<file path="src/rtl/phc_pkg.sv">
package phc_pkg;

    typedef enum logic [1:0] {
        FWD_RF  = 2'b00,
        FWD_WB  = 2'b01,
        FWD_MEM = 2'b10
    } fwd_sel_e;

    typedef enum logic [1:0] {
        ST_RUN    = 2'b00,
        ST_HOLD   = 2'b01,
        ST_SQUASH = 2'b10
    } ctl_state_e;

endpackage

</file>
<file path="src/rtl/phc_fwd_select.sv">
module phc_fwd_select
    import phc_pkg::*;
#(
    parameter int REG_AW = 5
) (
    input  logic              clk,
    input  logic              rst_n,
    input  logic [REG_AW-1:0] src,
    input  logic [REG_AW-1:0] mem_rd,
    input  logic              mem_we,
    input  logic              mem_is_load,
    input  logic [REG_AW-1:0] wb_rd,
    input  logic              wb_we,
    output fwd_sel_e          sel
);

    localparam logic [REG_AW-1:0] ZERO_REG = '0;

    logic src_live;
    logic mem_hit;
    logic wb_hit;

    // Register 0 is hard-wired; it never takes part in forwarding.
    assign src_live = (src != ZERO_REG);

    // A load in the memory stage only has its address, not its data.
    assign mem_hit = src_live && mem_we && !mem_is_load && (mem_rd == src);
    assign wb_hit  = src_live && wb_we && (wb_rd == src);

    // The younger producer (memory stage) has priority.
    always_comb begin
        if (mem_hit) begin
            sel = FWD_MEM;
        end else if (wb_hit) begin
            sel = FWD_WB;
        end else begin
            sel = FWD_RF;
        end
    end

    p_mem_not_load_r1: assert property (@(posedge clk) disable iff (!rst_n)
        (sel == FWD_MEM) |-> (mem_we && !mem_is_load && mem_rd == src));

    p_wb_needs_write_r2: assert property (@(posedge clk) disable iff (!rst_n)
        (sel == FWD_WB) |-> (wb_we && wb_rd == src));

    p_zero_reg_rf_r3: assert property (@(posedge clk) disable iff (!rst_n)
        (src == ZERO_REG) |-> (sel == FWD_RF));

endmodule

</file>
<file path="src/rtl/phc_load_use.sv">
module phc_load_use #(
    parameter int REG_AW  = 5,
    parameter int NUM_SRC = 2
) (
    input  logic                           clk,
    input  logic                           rst_n,
    input  logic [NUM_SRC-1:0][REG_AW-1:0] id_src,
    input  logic [NUM_SRC-1:0]             id_src_vld,
    input  logic [REG_AW-1:0]              ex_rd,
    input  logic                           ex_we,
    input  logic                           ex_is_load,
    output logic                           hazard
);

    localparam logic [REG_AW-1:0] ZERO_REG = '0;

    logic                 load_pending;
    logic [NUM_SRC-1:0]   src_match;

    // Only a writing load to a real register can leave its consumer short.
    assign load_pending = ex_is_load && ex_we && (ex_rd != ZERO_REG);

    for (genvar g = 0; g < NUM_SRC; g++) begin : g_src
        assign src_match[g] = load_pending && id_src_vld[g] && (id_src[g] == ex_rd);
    end

    assign hazard = |src_match;

    p_load_only_r5: assert property (@(posedge clk) disable iff (!rst_n)
        hazard |-> (ex_is_load && ex_we));

    p_no_zero_hazard_r3: assert property (@(posedge clk) disable iff (!rst_n)
        hazard |-> (ex_rd != ZERO_REG));

    p_valid_source_r5: assert property (@(posedge clk) disable iff (!rst_n)
        (id_src_vld == '0) |-> !hazard);

endmodule

</file>
<file path="src/rtl/phc_ctrl_fsm.sv">
module phc_ctrl_fsm
    import phc_pkg::*;
(
    input  logic clk,
    input  logic rst_n,
    input  logic load_use,
    input  logic br_resolve,
    input  logic br_taken,
    output logic stall,
    output logic bubble,
    output logic flush
);

    ctl_state_e state;
    ctl_state_e state_nx;
    logic       redirect;

    assign redirect = br_resolve && br_taken;

    // State register
    always_ff @(posedge clk or negedge rst_n) begin
        if (!rst_n) begin
            state <= ST_RUN;
        end else begin
            state <= state_nx;
        end
    end

    // Next-state logic
    always_comb begin
        state_nx = ST_RUN;
        unique case (state)
            ST_RUN: begin
                if (redirect) begin
                    state_nx = ST_SQUASH;
                end else if (load_use) begin
                    state_nx = ST_HOLD;
                end else begin
                    state_nx = ST_RUN;
                end
            end
            ST_HOLD:   state_nx = ST_RUN;
            ST_SQUASH: state_nx = ST_RUN;
            default:   state_nx = ST_RUN;
        endcase
    end

    // Output logic: execute holds a fresh bubble in ST_HOLD / ST_SQUASH.
    always_comb begin
        stall  = 1'b0;
        flush  = 1'b0;
        bubble = 1'b0;
        unique case (state)
            ST_RUN: begin
                flush  = redirect;
                stall  = load_use && !redirect;
                bubble = redirect || load_use;
            end
            ST_HOLD:   ;
            ST_SQUASH: ;
            default:   ;
        endcase
    end

    p_single_bubble_r6: assert property (@(posedge clk) disable iff (!rst_n)
        (stall || flush) |=> !(stall || flush || bubble));

    p_flush_beats_stall_r7: assert property (@(posedge clk) disable iff (!rst_n)
        flush |-> (!stall && bubble));

    p_stall_bubbles_r4: assert property (@(posedge clk) disable iff (!rst_n)
        stall |-> (bubble && !flush && load_use));

    p_redirect_in_run_r7: assert property (@(posedge clk) disable iff (!rst_n)
        (state == ST_RUN && redirect) |-> flush);

endmodule

</file>
<file path="src/rtl/pipe_hazard_ctl.sv">
module pipe_hazard_ctl
    import phc_pkg::*;
#(
    parameter int REG_AW  = 5,
    parameter int NUM_SRC = 2
) (
    input  logic                           clk,
    input  logic                           rst_n,
    input  logic [NUM_SRC-1:0][REG_AW-1:0] id_src,
    input  logic [NUM_SRC-1:0]             id_src_vld,
    input  logic [NUM_SRC-1:0][REG_AW-1:0] ex_src,
    input  logic [REG_AW-1:0]              ex_rd,
    input  logic                           ex_we,
    input  logic                           ex_is_load,
    input  logic [REG_AW-1:0]              mem_rd,
    input  logic                           mem_we,
    input  logic                           mem_is_load,
    input  logic [REG_AW-1:0]              wb_rd,
    input  logic                           wb_we,
    input  logic                           br_resolve,
    input  logic                           br_taken,
    output logic [NUM_SRC-1:0][1:0]        fwd_sel,
    output logic                           stall,
    output logic                           bubble,
    output logic                           flush
);

    logic load_use;

    for (genvar g = 0; g < NUM_SRC; g++) begin : g_fwd
        fwd_sel_e sel_w;

        phc_fwd_select #(
            .REG_AW (REG_AW)
        ) u_fwd (
            .clk         (clk),
            .rst_n       (rst_n),
            .src         (ex_src[g]),
            .mem_rd      (mem_rd),
            .mem_we      (mem_we),
            .mem_is_load (mem_is_load),
            .wb_rd       (wb_rd),
            .wb_we       (wb_we),
            .sel         (sel_w)
        );

        assign fwd_sel[g] = sel_w;
    end

    phc_load_use #(
        .REG_AW  (REG_AW),
        .NUM_SRC (NUM_SRC)
    ) u_load_use (
        .clk        (clk),
        .rst_n      (rst_n),
        .id_src     (id_src),
        .id_src_vld (id_src_vld),
        .ex_rd      (ex_rd),
        .ex_we      (ex_we),
        .ex_is_load (ex_is_load),
        .hazard     (load_use)
    );

    phc_ctrl_fsm u_fsm (
        .clk        (clk),
        .rst_n      (rst_n),
        .load_use   (load_use),
        .br_resolve (br_resolve),
        .br_taken   (br_taken),
        .stall      (stall),
        .bubble     (bubble),
        .flush      (flush)
    );

endmodule

</file>
<file path="config.mk">
export PLATFORM = sky130hd
export DESIGN_NAME = pipe_hazard_ctl
export DESIGN_NICKNAME = d
export VERILOG_FILES = /design/src/rtl/phc_pkg.sv /design/src/rtl/phc_fwd_select.sv /design/src/rtl/phc_load_use.sv /design/src/rtl/phc_ctrl_fsm.sv /design/src/rtl/pipe_hazard_ctl.sv
export SDC_FILE = /design/constraint.sdc
export NUM_CORES = 1
export LEC_CHECK = 0
export BUFFER_PORTS_ARGS = -buffer_cell sky130_fd_sc_hd__buf_2
export CAP_MARGIN = 20
export CORE_MARGIN = 1
export CORE_UTILIZATION = 37
export CTS_CLUSTER_DIAMETER = 30
export DETAILED_ROUTE_END_ITERATION = 12
export PLACE_DENSITY_LB_ADDON = 0.15
export SLEW_MARGIN = 5
export SYNTH_ARGS = -nofsm -noshare
export SYNTH_HDL_FRONTEND = slang
export SYNTH_SLANG_ARGS = --single-unit
</file>
<file path="constraint.sdc">
create_clock -name clk -period 4.5 [get_ports clk]
set_input_delay 1.125 -clock clk [delete_from_list [all_inputs] [get_ports clk]]
set_output_delay 1.125 -clock clk [all_outputs]
set_load 0.005 [all_outputs]
</file>
* Yosys cells after proc, flatten, opt, wreduce, memory -nomap -nowiden
Cells that the tools add are included.
** Word-level totals
- Register bits :: 2
- Word-level logic and storage cells :: 43
** Cells by class
- Eq/ne operators :: 6
- Muxes and demuxes :: 10
- Reduce and logical (&&, ||, !) cells :: 26
** Operator list (number)
- $eq 5x5->1 :: 6
- $logic_and 1x1->1 :: 18
- $reduce_bool 5->1 :: 3
- $mux 2 :: 4
- $mux 1 :: 6
- $logic_not 1->1 :: 2
- $logic_not 2->1 :: 1
- $reduce_or 2->1 :: 1
- $logic_or 1x1->1 :: 1

* Longest topological paths before layout
- Depth after elaboration :: 8
- Mapped depth :: 4
- Depth with buffers taken out :: 4

* By module
Synthesis repeated with hierarchy kept, for this count alone.
** Second synthesis, totals
- Cells, all modules :: 63
- Area total of the unflattened synthesis :: 524.3 µm²
** Modules (own cells, without submodules)
- phc_fwd_select :: times used 2, cells each 19, area an instance 155.1 µm², sequential area each 0.0 µm²
- phc_load_use :: times used 1, cells each 17, area an instance 135.1 µm², sequential area each 0.0 µm²
- phc_ctrl_fsm :: times used 1, cells each 8, area an instance 78.8 µm², sequential area each 50.0 µm²

* Worst setup path before layout
No wires, ideal clock.
- Path type :: input to output
- Start point :: input port ex_src[0] (netlist name)
- End point :: output port fwd_sel[0] (netlist name)
- Data arrival time :: 2089 ps
- Required time :: 3375 ps
- Setup slack :: 1286 ps
- Stages :: 4
- Cell sequence :: or4_4 nor2_4 nor4_2 nor4_2
** RTL lines
- start, declared :: RTL line pipe_hazard_ctl.sv:11 : input logic [NUM_SRC-1:0][REG_AW-1:0] ex_src,
- end, declared :: RTL line pipe_hazard_ctl.sv:22 : output logic [NUM_SRC-1:0][1:0] fwd_sel,

==> results.toml <==
[route]
wl_um = 1400
wl_per_cell_um = 11.0
drc = 0
ant_nets = 0
drt_iter0_markers = 3
avgViaCountPerCell = 4.93
vias = 626
firstDrtPassIters = 3

[logic_synthesis]
synth_cell_types = 19
synth_compound_area_share_pct = 6.13
synth_nets = 105
syn_inst = 59
synth-xor-area-share_pct = 49.5
yosys.area_share.simple_pct = 32.1
synth_top_cell_by_area = "xnor2_1"
synth_fa_ha_area_share_pct = 0
synth_top_family_by_area = "XOR/XNOR gates"
ys_ff_latch = 2
synth_top_area_share_pct = 29.7
synth_area_um2 = 531
synth_area_per_cell_um2 = 8.99
synth.yosys.warnings = 0
seq_area_frac_synth_pct = 9.43
synth_area_leaders = "xnor2_1 (30%), xor2_1 (20%), dfrtp_1 (9.4%)"
synth.mux.area_fraction_pct = 0

[finish]
largest_reg_flops = 2
instances_no_fill = 127
top_regs = "u_fsm.state: 2 flops"
design_area_um2 = 817
diodes = 0
final_core_util_pct = 62.0
syn2layout_area_growth_pct = 54.0
drive_above_1_share_pct = 56.3
n_fill_cell = 135
fin_nets = 160
top_register = "u_fsm.state"

[sta]
worstMarginPinSlew_ns = 0.295
finalMaxSlewViolations = 0
fin_skew_ns = 0.00229
rsz0062_at_grt = "no"
hold_slack_ns = 0.600
finalHoldViolCount = 0
setup_viol = 0
finalCriticalPeriod_ns = 3.49
clock.fmax_mhz = 286
min_period_over_period_pct = 77.6
slew_headroom_pct = 80.1
setup_tns_ns = 0

[clock_network]
cts_tree = "yes"
cts_root_buf = "clkbuf_4"
cts_buffers = 3
cts_setup_buffers = 0
cts.clk_slew.worst_paths_ns = 0.03
cts.repair.resized = 0
insertion_delay_ns = 0.22
cts.sinks = 2
htree_levels = 1
cts.path.max_buffers = 2
cts_hold_buf = 0

[die]
core.rowCount = 13
start_util_pct = 40.3
die-area_um2 = 1590
dieWidth_um = 39.9
core-area_um2 = 1320
die-height_um = 39.9
io_pins = 53

[setup_path]
ff2ff_setup_slack_ns = 3.48
cpMaxStageDelayCell = "or4_4"
cp.depth = 6
timing.rr.start = "u_fsm.state[1]"
crit_path_start_kind = "primary input"
critPathMaxStageDelay_ns = 0.54
worst-path-max-fanout = 3
cp_cell_sequence = "buf_2 -> or4_4 -> nor2_4 -> nor4_2 -> nor4_2 -> buf_2"
critical_path.top_delay_family = "simple AND/OR/NAND/NOR gates"
rr_worst_depth = 3
cp_num_buf_inv = 2
end_kind = "output port"
cp.arrival_ns = 2.37
r2r_end = "u_fsm.state[0]"
critPathKind = "in -> out"
cp.required_ns = 3.38

[job]
max_cap_viol_count = 0

[min_path]
hold_end = "u_fsm.state[0]"
hp-class = "reg -> reg"
min_from = "u_fsm.state[1]"
whs_path_depth = 3

[pwr]
ir_drop_v = 0.000145
internal_power_mw = 0.0819
power.density_nw_per_um2 = 147
combPwrFrac_pct = 52.3
p_leak_nw = 0.380
seqPwrFrac_pct = 15.7
switching_share_pct = 31.9
netSwitchingPower_mw = 0.0383
p_clk_share_pct = 32.1

[place]
hpwl_um = 1250
placed_cell_area_um2 = 795
placed_cells = 124
gp_congestion = 0.717
port_buffers = 52

[global_routing]
grt_pass1_wl_um = 2040
grt_max_degree = 4
grt_pass1_vias = 516
antenna_found_initial = 0
grt_usage_pct = 19.0
grt.overflow.total = 0

[run_status]
status = "complete, no violations"
-- through the flow --
step,power (mW),worst slack [ns]
6_report,0.120,1.01
5_1_grt,0.130,0.912
4_1_cts,0.123,0.988
3_5_place_dp,0.0818,1.00
3_3_place_gp,0.0809,1.00
2_1_floorplan,0.0483,1.29
-- per-layer routing --
metal | GRT usage (%) | share of wire (%) | routed length, µm
met5 | 0 | 0 | 0
met2 | 32.7 | 50 | 699
met1 | 23.1 | 42 | 592
met3 | 2.84 | 7.0 | 98
met4 | 6.90 | 0.57 | 8
-- layout make-up --
class	instances	area [µm²]	share of cell area [%]
Clock buffer	3	22.5	2.76
Multi-Input combinational cell	55	465	57.0
Sequential cell	2	50.0	6.13
Tap cell	15	18.8	2.30
Timing Repair Buffer	52	260	31.9
-- Yosys cell counts, drive strengths merged --
library cell  count
nor2              3
nor2b             1
xor2             12
nand4             4
nor4              6
o2111ai           1
or4               3
dfrtp             2
o21bai            1
and3              1
buf               2
a211oi            1
a32oi             1
xnor2            18
and2              1
nand2             2
-- power groups by stage --
| stage | registers, mW | logic, mW | clock network [mW] |
|---|---|---|---|
| 2_1_floorplan | 0.0190 | 0.0293 | 0 |
| 3_3_place_gp | 0.0190 | 0.0619 | 0 |
| 3_5_place_dp | 0.0190 | 0.0628 | 0 |
| 4_1_cts | 0.0188 | 0.0634 | 0.0407 |
| 5_1_grt | 0.0188 | 0.0689 | 0.0427 |
| 6_report | 0.0188 | 0.0628 | 0.0385 |
-- cell usage in the layout, fill, tap and decap left out, types with 2 or more instances in the layout --
cell type | Yosys | final
nor4_1 | 2 | 2
nand4_1 | 4 | 4
clkbuf_4 | 0 | 3
dfrtp_1 | 2 | 2
buf_2 | 0 | 52
xnor2_1 | 18 | 18
nand2_1 | 2 | 2
nor2_4 | 2 | 2
nor4_2 | 4 | 4
xor2_1 | 12 | 12
or4_4 | 2 | 2
-- logic make-up after synthesis --
logic type / after synthesis
AOI/OAI and AO/OA: 4
xor gates and xnor gates: 30
buffers and inverters: 2
DFF: 2
and+or+nand+nor: 21
-- tightest hold or removal path, cell delays in order (launching register included) --
cell and delay, ns:
dfrtp_1 0.31, nor2_1 0.05, o2111ai_1 0.12, a211oi_1 0.07
-- worst max path at each step --
stage | endpoint | start | slack [ns]
after CTS | fwd_sel[2] | ex_src[6] | 0.99
after detailed placement | fwd_sel[2] | ex_src[6] | 1.0
after global routing | stall | ex_rd[2] | 0.91
after global placement | stall | ex_rd[2] | 1.00
final | fwd_sel[2] | ex_src[6] | 1.01
after floorplan | fwd_sel[0] | ex_src[0] | 1.29
Power figures use the tool's default switching activity.
